`config.mk`:
```
export PLATFORM = sky130hd
export DESIGN_NAME = dmaeng_channel
export DESIGN_NICKNAME = d
export VERILOG_FILES = /design/src/rtl/dmaeng_pkg.sv /design/src/rtl/dmaeng_ctrl.sv /design/src/rtl/dmaeng_addr_unit.sv /design/src/rtl/dmaeng_cnt_unit.sv /design/src/rtl/dmaeng_channel.sv
export SDC_FILE = /design/constraint.sdc
export NUM_CORES = 1
export LEC_CHECK = 0
export CORE_MARGIN = 5
export CORE_UTILIZATION = 35
export CTS_CLUSTER_SIZE = 16
export DETAILED_ROUTE_END_ITERATION = 16
export DONT_BUFFER_PORTS = 1
export GPL_ROUTABILITY_DRIVEN = 0
export SKIP_CTS_REPAIR_TIMING = 1
export SLEW_MARGIN = 20
export SYNTH_ARGS = -nofsm -noshare
export SYNTH_HDL_FRONTEND = slang
export SYNTH_SLANG_ARGS = --single-unit
```
`constraint.sdc`:
```
create_clock -name clk -period 2.6 [get_ports clk]
set_input_delay 0.26 -clock clk [delete_from_list [all_inputs] [get_ports clk]]
set_output_delay 0.26 -clock clk [all_outputs]
set_load 0.02 [all_outputs]
```
`src/rtl/dmaeng_pkg.sv`:
```
// Shared types for the DMA channel engine.
// Mode bit order: [0] word mode, [1] address decrement, [2] auto-reload.
package dmaeng_pkg;
    typedef struct packed {
        logic autoinit;
        logic dec;
        logic word;
    } mode_t;

    localparam int MODE_W = $bits(mode_t);
endpackage

```
`src/rtl/dmaeng_ctrl.sv`:
```
// Channel control: holds the mode, the armed flag and the reload-pending flag.
// Decides when a transfer is accepted and when terminal count occurs.
// Assumes loads take priority over transfers within one cycle.
module dmaeng_ctrl
    import dmaeng_pkg::*;
(
    input  logic              clk,
    input  logic              rst_n,
    input  logic              ld_mode,
    input  logic [MODE_W-1:0] mode_din,
    input  logic              ld_cnt,
    input  logic              ld_addr,
    input  logic              xfer_ack,
    input  logic              cnt_zero,
    output mode_t             mode_q,
    output logic              live_q,
    output logic              pend_q,
    output logic              step,
    output logic              tc
);
    // Accept a transfer only when armed, not reloading and not loading.
    always_comb begin
        step = xfer_ack && live_q && !pend_q && !ld_addr && !ld_cnt;
        tc   = step && cnt_zero;
    end

    // Mode register.
    always_ff @(posedge clk) begin
        if (!rst_n)       mode_q <= '0;
        else if (ld_mode) mode_q <= mode_t'(mode_din);
    end

    // Armed flag and reload-pending flag.
    always_ff @(posedge clk) begin
        if (!rst_n) begin
            live_q <= 1'b0;
            pend_q <= 1'b0;
        end else begin
            pend_q <= tc && mode_q.autoinit;
            if (ld_cnt)  live_q <= 1'b1;
            else if (tc) live_q <= mode_q.autoinit;
        end
    end
endmodule

```
`src/rtl/dmaeng_addr_unit.sv`:
```
// Address unit: page, base and current address, and the physical address mux.
// Assumes step and reload never need to act together with a load (load wins).
// The page is never advanced; the address wraps within its window.
module dmaeng_addr_unit #(
    parameter int ADDR_W = 16,
    parameter int PAGE_W = 8,
    localparam int PHYS_W = ADDR_W + PAGE_W
) (
    input  logic              clk,
    input  logic              rst_n,
    input  logic              ld_page,
    input  logic [PAGE_W-1:0] page_din,
    input  logic              ld_addr,
    input  logic [ADDR_W-1:0] addr_din,
    input  logic              reload,
    input  logic              step,
    input  logic              dec,
    input  logic              word,
    output logic [ADDR_W-1:0] cur_addr,
    output logic [PHYS_W-1:0] phys_addr
);
    logic [PAGE_W-1:0] page_q;
    logic [ADDR_W-1:0] base_q;
    logic [ADDR_W-1:0] cur_q;
    logic [ADDR_W-1:0] next_addr;

    // Page register.
    always_ff @(posedge clk) begin
        if (!rst_n)       page_q <= '0;
        else if (ld_page) page_q <= page_din;
    end

    // Base address copy used by auto-reload.
    always_ff @(posedge clk) begin
        if (!rst_n)       base_q <= '0;
        else if (ld_addr) base_q <= addr_din;
    end

    // Next address with natural wrap of the address width.
    always_comb begin
        next_addr = dec ? cur_q - ADDR_W'(1) : cur_q + ADDR_W'(1);
    end

    // Current address: load, then reload, then advance.
    always_ff @(posedge clk) begin
        if (!rst_n)       cur_q <= '0;
        else if (ld_addr) cur_q <= addr_din;
        else if (reload)  cur_q <= base_q;
        else if (step)    cur_q <= next_addr;
    end

    // Physical address: byte form or word form with page bit 0 dropped.
    always_comb begin
        if (word) phys_addr = {page_q[PAGE_W-1:1], cur_q, 1'b0};
        else      phys_addr = {page_q, cur_q};
    end

    assign cur_addr = cur_q;
endmodule

```
`src/rtl/dmaeng_cnt_unit.sv`:
```
// Count unit: base and current count. The count holds transfers minus one
// and wraps from zero to all ones on the final transfer.
// Assumes load wins over reload and reload wins over step.
module dmaeng_cnt_unit #(
    parameter int CNT_W = 16
) (
    input  logic             clk,
    input  logic             rst_n,
    input  logic             ld_cnt,
    input  logic [CNT_W-1:0] cnt_din,
    input  logic             reload,
    input  logic             step,
    output logic [CNT_W-1:0] cur_cnt,
    output logic             cnt_zero
);
    logic [CNT_W-1:0] base_q;
    logic [CNT_W-1:0] cur_q;

    // Base count copy used by auto-reload.
    always_ff @(posedge clk) begin
        if (!rst_n)      base_q <= '0;
        else if (ld_cnt) base_q <= cnt_din;
    end

    // Current count: load, then reload, then decrement.
    always_ff @(posedge clk) begin
        if (!rst_n)      cur_q <= '0;
        else if (ld_cnt) cur_q <= cnt_din;
        else if (reload) cur_q <= base_q;
        else if (step)   cur_q <= cur_q - CNT_W'(1);
    end

    // Zero detect for terminal count.
    always_comb cnt_zero = (cur_q == '0);

    assign cur_cnt = cur_q;
endmodule

```
`src/rtl/dmaeng_channel.sv`:
```
// Top of one DMA channel engine: control, address unit and count unit.
// Assumes register loads arrive as single-cycle strobes and that xfer_ack
// marks one completed transfer per cycle.
module dmaeng_channel
    import dmaeng_pkg::*;
#(
    parameter int ADDR_W = 16,
    parameter int PAGE_W = 8,
    parameter int CNT_W  = 16,
    localparam int PHYS_W = ADDR_W + PAGE_W
) (
    input  logic              clk,
    input  logic              rst_n,
    input  logic              ld_page,
    input  logic [PAGE_W-1:0] page_din,
    input  logic              ld_addr,
    input  logic [ADDR_W-1:0] addr_din,
    input  logic              ld_cnt,
    input  logic [CNT_W-1:0]  cnt_din,
    input  logic              ld_mode,
    input  logic [MODE_W-1:0] mode_din,
    input  logic              xfer_ack,
    output logic [PHYS_W-1:0] phys_addr,
    output logic              tc_pulse,
    output logic [ADDR_W-1:0] cur_addr,
    output logic [CNT_W-1:0]  cur_cnt,
    output logic              chan_live
);
    mode_t mode_q;
    logic  live_q;
    logic  pend_q;
    logic  step;
    logic  tc;
    logic  cnt_zero;

    dmaeng_ctrl u_ctrl (
        .clk      (clk),
        .rst_n    (rst_n),
        .ld_mode  (ld_mode),
        .mode_din (mode_din),
        .ld_cnt   (ld_cnt),
        .ld_addr  (ld_addr),
        .xfer_ack (xfer_ack),
        .cnt_zero (cnt_zero),
        .mode_q   (mode_q),
        .live_q   (live_q),
        .pend_q   (pend_q),
        .step     (step),
        .tc       (tc)
    );

    dmaeng_addr_unit #(.ADDR_W(ADDR_W), .PAGE_W(PAGE_W)) u_addr (
        .clk       (clk),
        .rst_n     (rst_n),
        .ld_page   (ld_page),
        .page_din  (page_din),
        .ld_addr   (ld_addr),
        .addr_din  (addr_din),
        .reload    (pend_q),
        .step      (step),
        .dec       (mode_q.dec),
        .word      (mode_q.word),
        .cur_addr  (cur_addr),
        .phys_addr (phys_addr)
    );

    dmaeng_cnt_unit #(.CNT_W(CNT_W)) u_cnt (
        .clk      (clk),
        .rst_n    (rst_n),
        .ld_cnt   (ld_cnt),
        .cnt_din  (cnt_din),
        .reload   (pend_q),
        .step     (step),
        .cur_cnt  (cur_cnt),
        .cnt_zero (cnt_zero)
    );

    assign tc_pulse  = tc;
    assign chan_live = live_q;
endmodule

```
# Word level (Yosys, flattened, before mapping)

Cells that the tools add are included.

Register bits: 77
Input port bits: 50

Add/sub/neg operators: 3
Multiplexer cells: 10
Reduce and logical (&&, ||, !) cells: 13

Operators by type and width:

| operator              | number |
|---|---|
| $mux 16               | 7 |
| $sub 16x1->16 const B | 2 |
| $mux 17               | 1 |
| $add 16x1->16 const B | 1 |
| $logic_not 16->1      | 1 |
| $logic_and 1x1->1     | 6 |
| $reduce_bool 3->1     | 2 |
| $logic_not 1->1       | 3 |
| $mux 1                | 2 |
| $reduce_bool 2->1     | 1 |

# Longest topological paths before layout

Word-level depth: 7
Depth in mapped cells: 8
Gate-level depth less buffers: 8

# By module

Synthesis repeated with hierarchy kept, for this count alone.

Cells, all modules: 581
Area total of the unflattened synthesis: 4,913.5 sq um

By module, submodules not included:

| module           | times used | cells each | area an instance (sq um) | seq. area each (sq um) |
|---|---|---|---|---|
| dmaeng_addr_unit | 1          | 336        | 2,811.4                  | 800.8 |
| dmaeng_cnt_unit  | 1          | 226        | 1,884.3                  | 640.6 |
| dmaeng_ctrl      | 1          | 19         | 217.7                    | 100.1 |

# Least setup slack after synthesis

OpenSTA, ideal clock, no wires.

Kind: reg-to-reg
Start point: register u_cnt.cur_q[2], in the netlist u_cnt.cur_cnt[2]
End point: register u_cnt.cur_q[10], in the netlist u_cnt.cur_cnt[10]
Data arrival time: 2.088 ns
Required time: 2.477 ns
Slack: 0.390 ns
Cell stages (with the launch flop): 7
Buffers on the path: 0
Clock period less this slack: 2.210 ns
Path through: dfxtp_1 or4_4 or3_4 or4_4 xnor2_1 o21ai_0 a31oi_1

Longest elaborated chain between the ends: 4

RTL lines:

| item                     | line                  | source |
|---|---|---|
| start: declaration       | dmaeng_cnt_unit.sv:17 | `logic [CNT_W-1:0] cur_q;` |
| start signal: assignment | dmaeng_cnt_unit.sv:28 | `else if (ld_cnt) cur_q <= cnt_din;` |
| start signal: assignment | dmaeng_cnt_unit.sv:29 | `else if (reload) cur_q <= base_q;` |
| start signal: assignment | dmaeng_cnt_unit.sv:30 | `else if (step) cur_q <= cur_q - CNT_W'(1);` |
| $sub 16x1->16            | dmaeng_cnt_unit.sv:30 |  |
| $mux 16                  | dmaeng_cnt_unit.sv:30 |  |
| $mux 16                  | dmaeng_cnt_unit.sv:29 |  |
| $mux 16                  | dmaeng_cnt_unit.sv:28 |  |

Every way passes these cells. The select of a mux whose other input is x is not followed.
A chain may end at the register's enable or synchronous reset.

# Worst setup path after layout

Start point: register, netlist name u_ctrl.mode_q[1]
End point: register u_addr.cur_q[11], in the netlist u_addr.cur_addr[11]

Longest elaborated chain between the ends: 4

RTL lines:

| item                   | line                   | source |
|---|---|---|
| $mux 16                | dmaeng_addr_unit.sv:41 | `next_addr = dec ? cur_q - ADDR_W'(1) : cur_q + ADDR_W'(1);` |
| $mux 16                | dmaeng_addr_unit.sv:49 | `else if (step) cur_q <= next_addr;` |
| $mux 16                | dmaeng_addr_unit.sv:48 | `else if (reload) cur_q <= base_q;` |
| $mux 16                | dmaeng_addr_unit.sv:47 | `else if (ld_addr) cur_q <= addr_din;` |
| end signal: assignment | dmaeng_addr_unit.sv:47 |  |
| end signal: assignment | dmaeng_addr_unit.sv:48 |  |
| end signal: assignment | dmaeng_addr_unit.sv:49 |  |
| end: declaration       | dmaeng_addr_unit.sv:24 | `logic [ADDR_W-1:0] cur_q;` |

Every way passes these cells. The select of a mux whose other input is x is not followed.

==> flow_metrics.tcl <==
set metrics [dict create \
    clk_path_buf_depth 2 \
    grt_usage 0.1572 \
    antenna_found_initial 0 \
    synth_edf_count 0 \
    cts.sinks 77 \
    clk_latency_ns 0.34 \
    synth_fa_ha_area_frac 0.04735 \
    cp-end-kind "flip-flop" \
    yosysWarnings 0 \
    drc 0 \
    grt_start_max_net_pins 82 \
    netlist_instances 551 \
    drv_cap 0 \
    routed_wl_mm 12.32 \
    p_int_mw 2.378 \
    maxSlewViolCount 0 \
    seq_power_share 0.416 \
    portBuffers 0 \
    netlist_top_cells_count "dfxtp_1, nand2_1, o21ai_0, nor2b_1, mux2i_1" \
    post-route-period-util 0.9081 \
    met1Wirelength_mm 5.277 \
    die_w_um 125.3 \
    worstMarginPinSlew_ns 0.7424 \
    ys_ff_latch 77 \
    die_y_um 125.3 \
    cp-start-kind "flip-flop" \
    p_sw_mw 0.9204 \
    wl_met2_mm 5.825 \
    preCtsSetupSlack_ns 0.3183 \
    syn_to_final_growth_pct 10.12 \
    crit_slowest_cell "dfxtp_1" \
    place_hpwl_mm 8.863 \
    htree_levels 3 \
    vdd_drop_max_v 0.0004400 \
    core_um2 13140 \
    layout.nets 609 \
    rrSetupSlack_ns 0.24 \
    synth-compound-area-share 0.2015 \
    fp-row-count 42 \
    dieArea_um2 15690 \
    diodes 0 \
    critPathRequiredTime_ns 2.83 \
    crit_fanout 14 \
    synth_xor_area_frac 0.03766 \
    initial_core_util 0.3540 \
    cp_top_family "compound AO/OA/AOI/OAI gates" \
    grt_pass1_wl_mm 20.13 \
    cts.clk_slew.worst_paths_ns 0.06 \
    rsz0062_at_grt "false" \
    ys_top_cells_by_area "dfxtp_1, mux2i_1, nor2b_1" \
    synth_top_cell_by_area "dfxtp_1" \
    finalSetupViolCount 0 \
    setup_ws_ns 0.2389 \
    synth_top_family_by_area "simple AND/OR/NAND/NOR gates" \
    leakage_nw 2.043 \
    clkPwrFrac 0.414 \
    num_io_pins 108 \
    routed-wl-met3_mm 1.039 \
    fin_setup_tns_ns 0 \
    status "finished, final reports clean" \
    finalHoldViolations 0 \
    syn-num-nets 618 \
    num_vias 3862 \
    path_common_cell "o21ai_0" \
    grt_pass1_vias 4006 \
    firstDrtPassIters 4 \
    critical_path_buf_inv_count 0 \
    path_cells "ha_1 -> a21oi_1 -> o21ai_0 -> o21bai_1 -> o21ai_0 -> mux2i_1 -> o221a_2" \
    fin_hold_ws_ns 0.05922 \
    cts_made_buffers 9 \
    synth.distinct_cells 60 \
    synthMuxAreaShare 0.1119 \
    grt_remaining_overflow 0 \
    max_slew_margin 0.5044 \
    cts_root_buffer "clkbuf_16" \
    worstHoldPathType "in -> reg" \
    power.share.combinational 0.170 \
    sw_frac_of_total 0.2790 \
    drive_gt1_frac 0.1060 \
    tritoncts "built" \
    ys.flop_type "dfxtp_1" \
    drtIter0Drc 194 \
    syn_area_per_cell_um2 8.440 \
    routed_via_density 5.342 \
    crit_type "reg -> reg" \
    final_util 0.3898 \
    synth_async_sr_flop_share 0 \
    p_per_area_nw_per_um2 644.0 \
    arrival_ns 2.59 \
    nFillCells 1325 \
    min_period_ns 2.361 \
    synth_top_area_share 0.3315 \
    syn-cell-area_um2 4651 \
    avgRoutedWirePerCell_um 17.04 \
    highest_layer "met4" \
    yosys.area_share.simple 0.2144 \
    finalPower_mw 3.298 \
    fmax_mhz 423.5 \
    drtAntennaViolNets 0 \
    skew_ns 0.003392 \
    cp_slowest_stage_delay_ns 0.69 \
    yosysSeqAreaShare 0.3315 \
    synth.most_common_cell "dfxtp_1" \
]
## kinds of logic after synthesis
group / Yosys count
fa+ha+maj: 17
buf+inv: 50
compound gates: 150
flops: 77
xor+xnor: 20
mux: 50
simple gates: 187
## path summary, 6_finish.rpt
| path | start | endpoint | cells after the start |
|---|---|---|---|
| setup / recovery | u_ctrl.mode_q[1] | u_addr.cur_addr[11] | 7 |
| hold reg to reg | u_cnt.base_q[6] | u_cnt.base_q[6] | 2 |
| hold / removal | cnt_din[12] | u_cnt.cur_cnt[12] | 2 |
| setup reg to reg | u_ctrl.mode_q[1] | u_addr.cur_addr[11] | 7 |
## layout by cell type, fill, tap and decap left out, types with 3 or more instances in the layout
master      n
dfxtp_1    77
or4_4       3
nand3_1     9
xnor2_1    14
nor4b_1     3
mux2_2     16
nand4_1     3
ha_1       16
a22oi_1     4
inv_1      11
buf_4      19
mux2i_1    34
xor2_1      6
and2_1      8
nor3b_1     3
a21oi_1    33
nor2_1     30
o21bai_1    3
o21a_1      3
nand2b_1   16
o21ai_0    45
a31oi_1    11
a21o_1      5
o211ai_1    9
and3_1      3
nor3_1     15
nor2b_1    37
a21boi_0   14
clkbuf_16   9
nand2_1    45
a211oi_1    6
## area by class of cell
| type | instances | area (um2) | share of cell area |
|---|---|---|---|
| clock buffer | 10 | 239.0 | 0.04667 |
| clock inverter | 6 | 86.33 | 0.01686 |
| tap | 176 | 220.2 | 0.04300 |
| inverter | 11 | 41.29 | 0.008063 |
| multi-input combinational | 424 | 2850 | 0.5566 |
| timing repair buffer | 19 | 142.6 | 0.02785 |
| sequential | 77 | 1541 | 0.3010 |
## flip-flops by register name, indices dropped and copies added, names as in the netlist
| name | flops |
|---|---|
| u_addr.page_q | 8 |
| u_ctrl.live_q | 1 |
| u_addr.base_q | 16 |
| u_ctrl.pend_q | 1 |
| u_addr.cur_addr | 16 |
| u_cnt.base_q | 16 |
| u_cnt.cur_cnt | 16 |
| u_ctrl.mode_q | 3 |
## stage by stage
stage / cell area, um2 / cells
floorplan: 4651 / 551
global placement: 4796 / 707
detailed placement: 4796 / 707
CTS: 5121 / 723
global route: 5121 / 723
finish: 5121 / 723
## power by group through the flow
stage | logic (mW) | clock network, mW | registers [mW]
2_1_floorplan | 0.474 | 0 | 1.39
3_3_place_gp | 0.550 | 0 | 1.40
3_5_place_dp | 0.560 | 0 | 1.40
4_1_cts | 0.564 | 1.41 | 1.37
5_1_grt | 0.627 | 1.47 | 1.38
6_report | 0.561 | 1.37 | 1.37
## routing by layer
metal | up-vias | GRT usage
met5 | - | 0
met4 | 0 | 0.04401
met3 | 13 | 0.06866
met2 | 93 | 0.2664
met1 | 1815 | 0.1811
li1 | 1941 | -
Power figures use the tool's default switching activity.
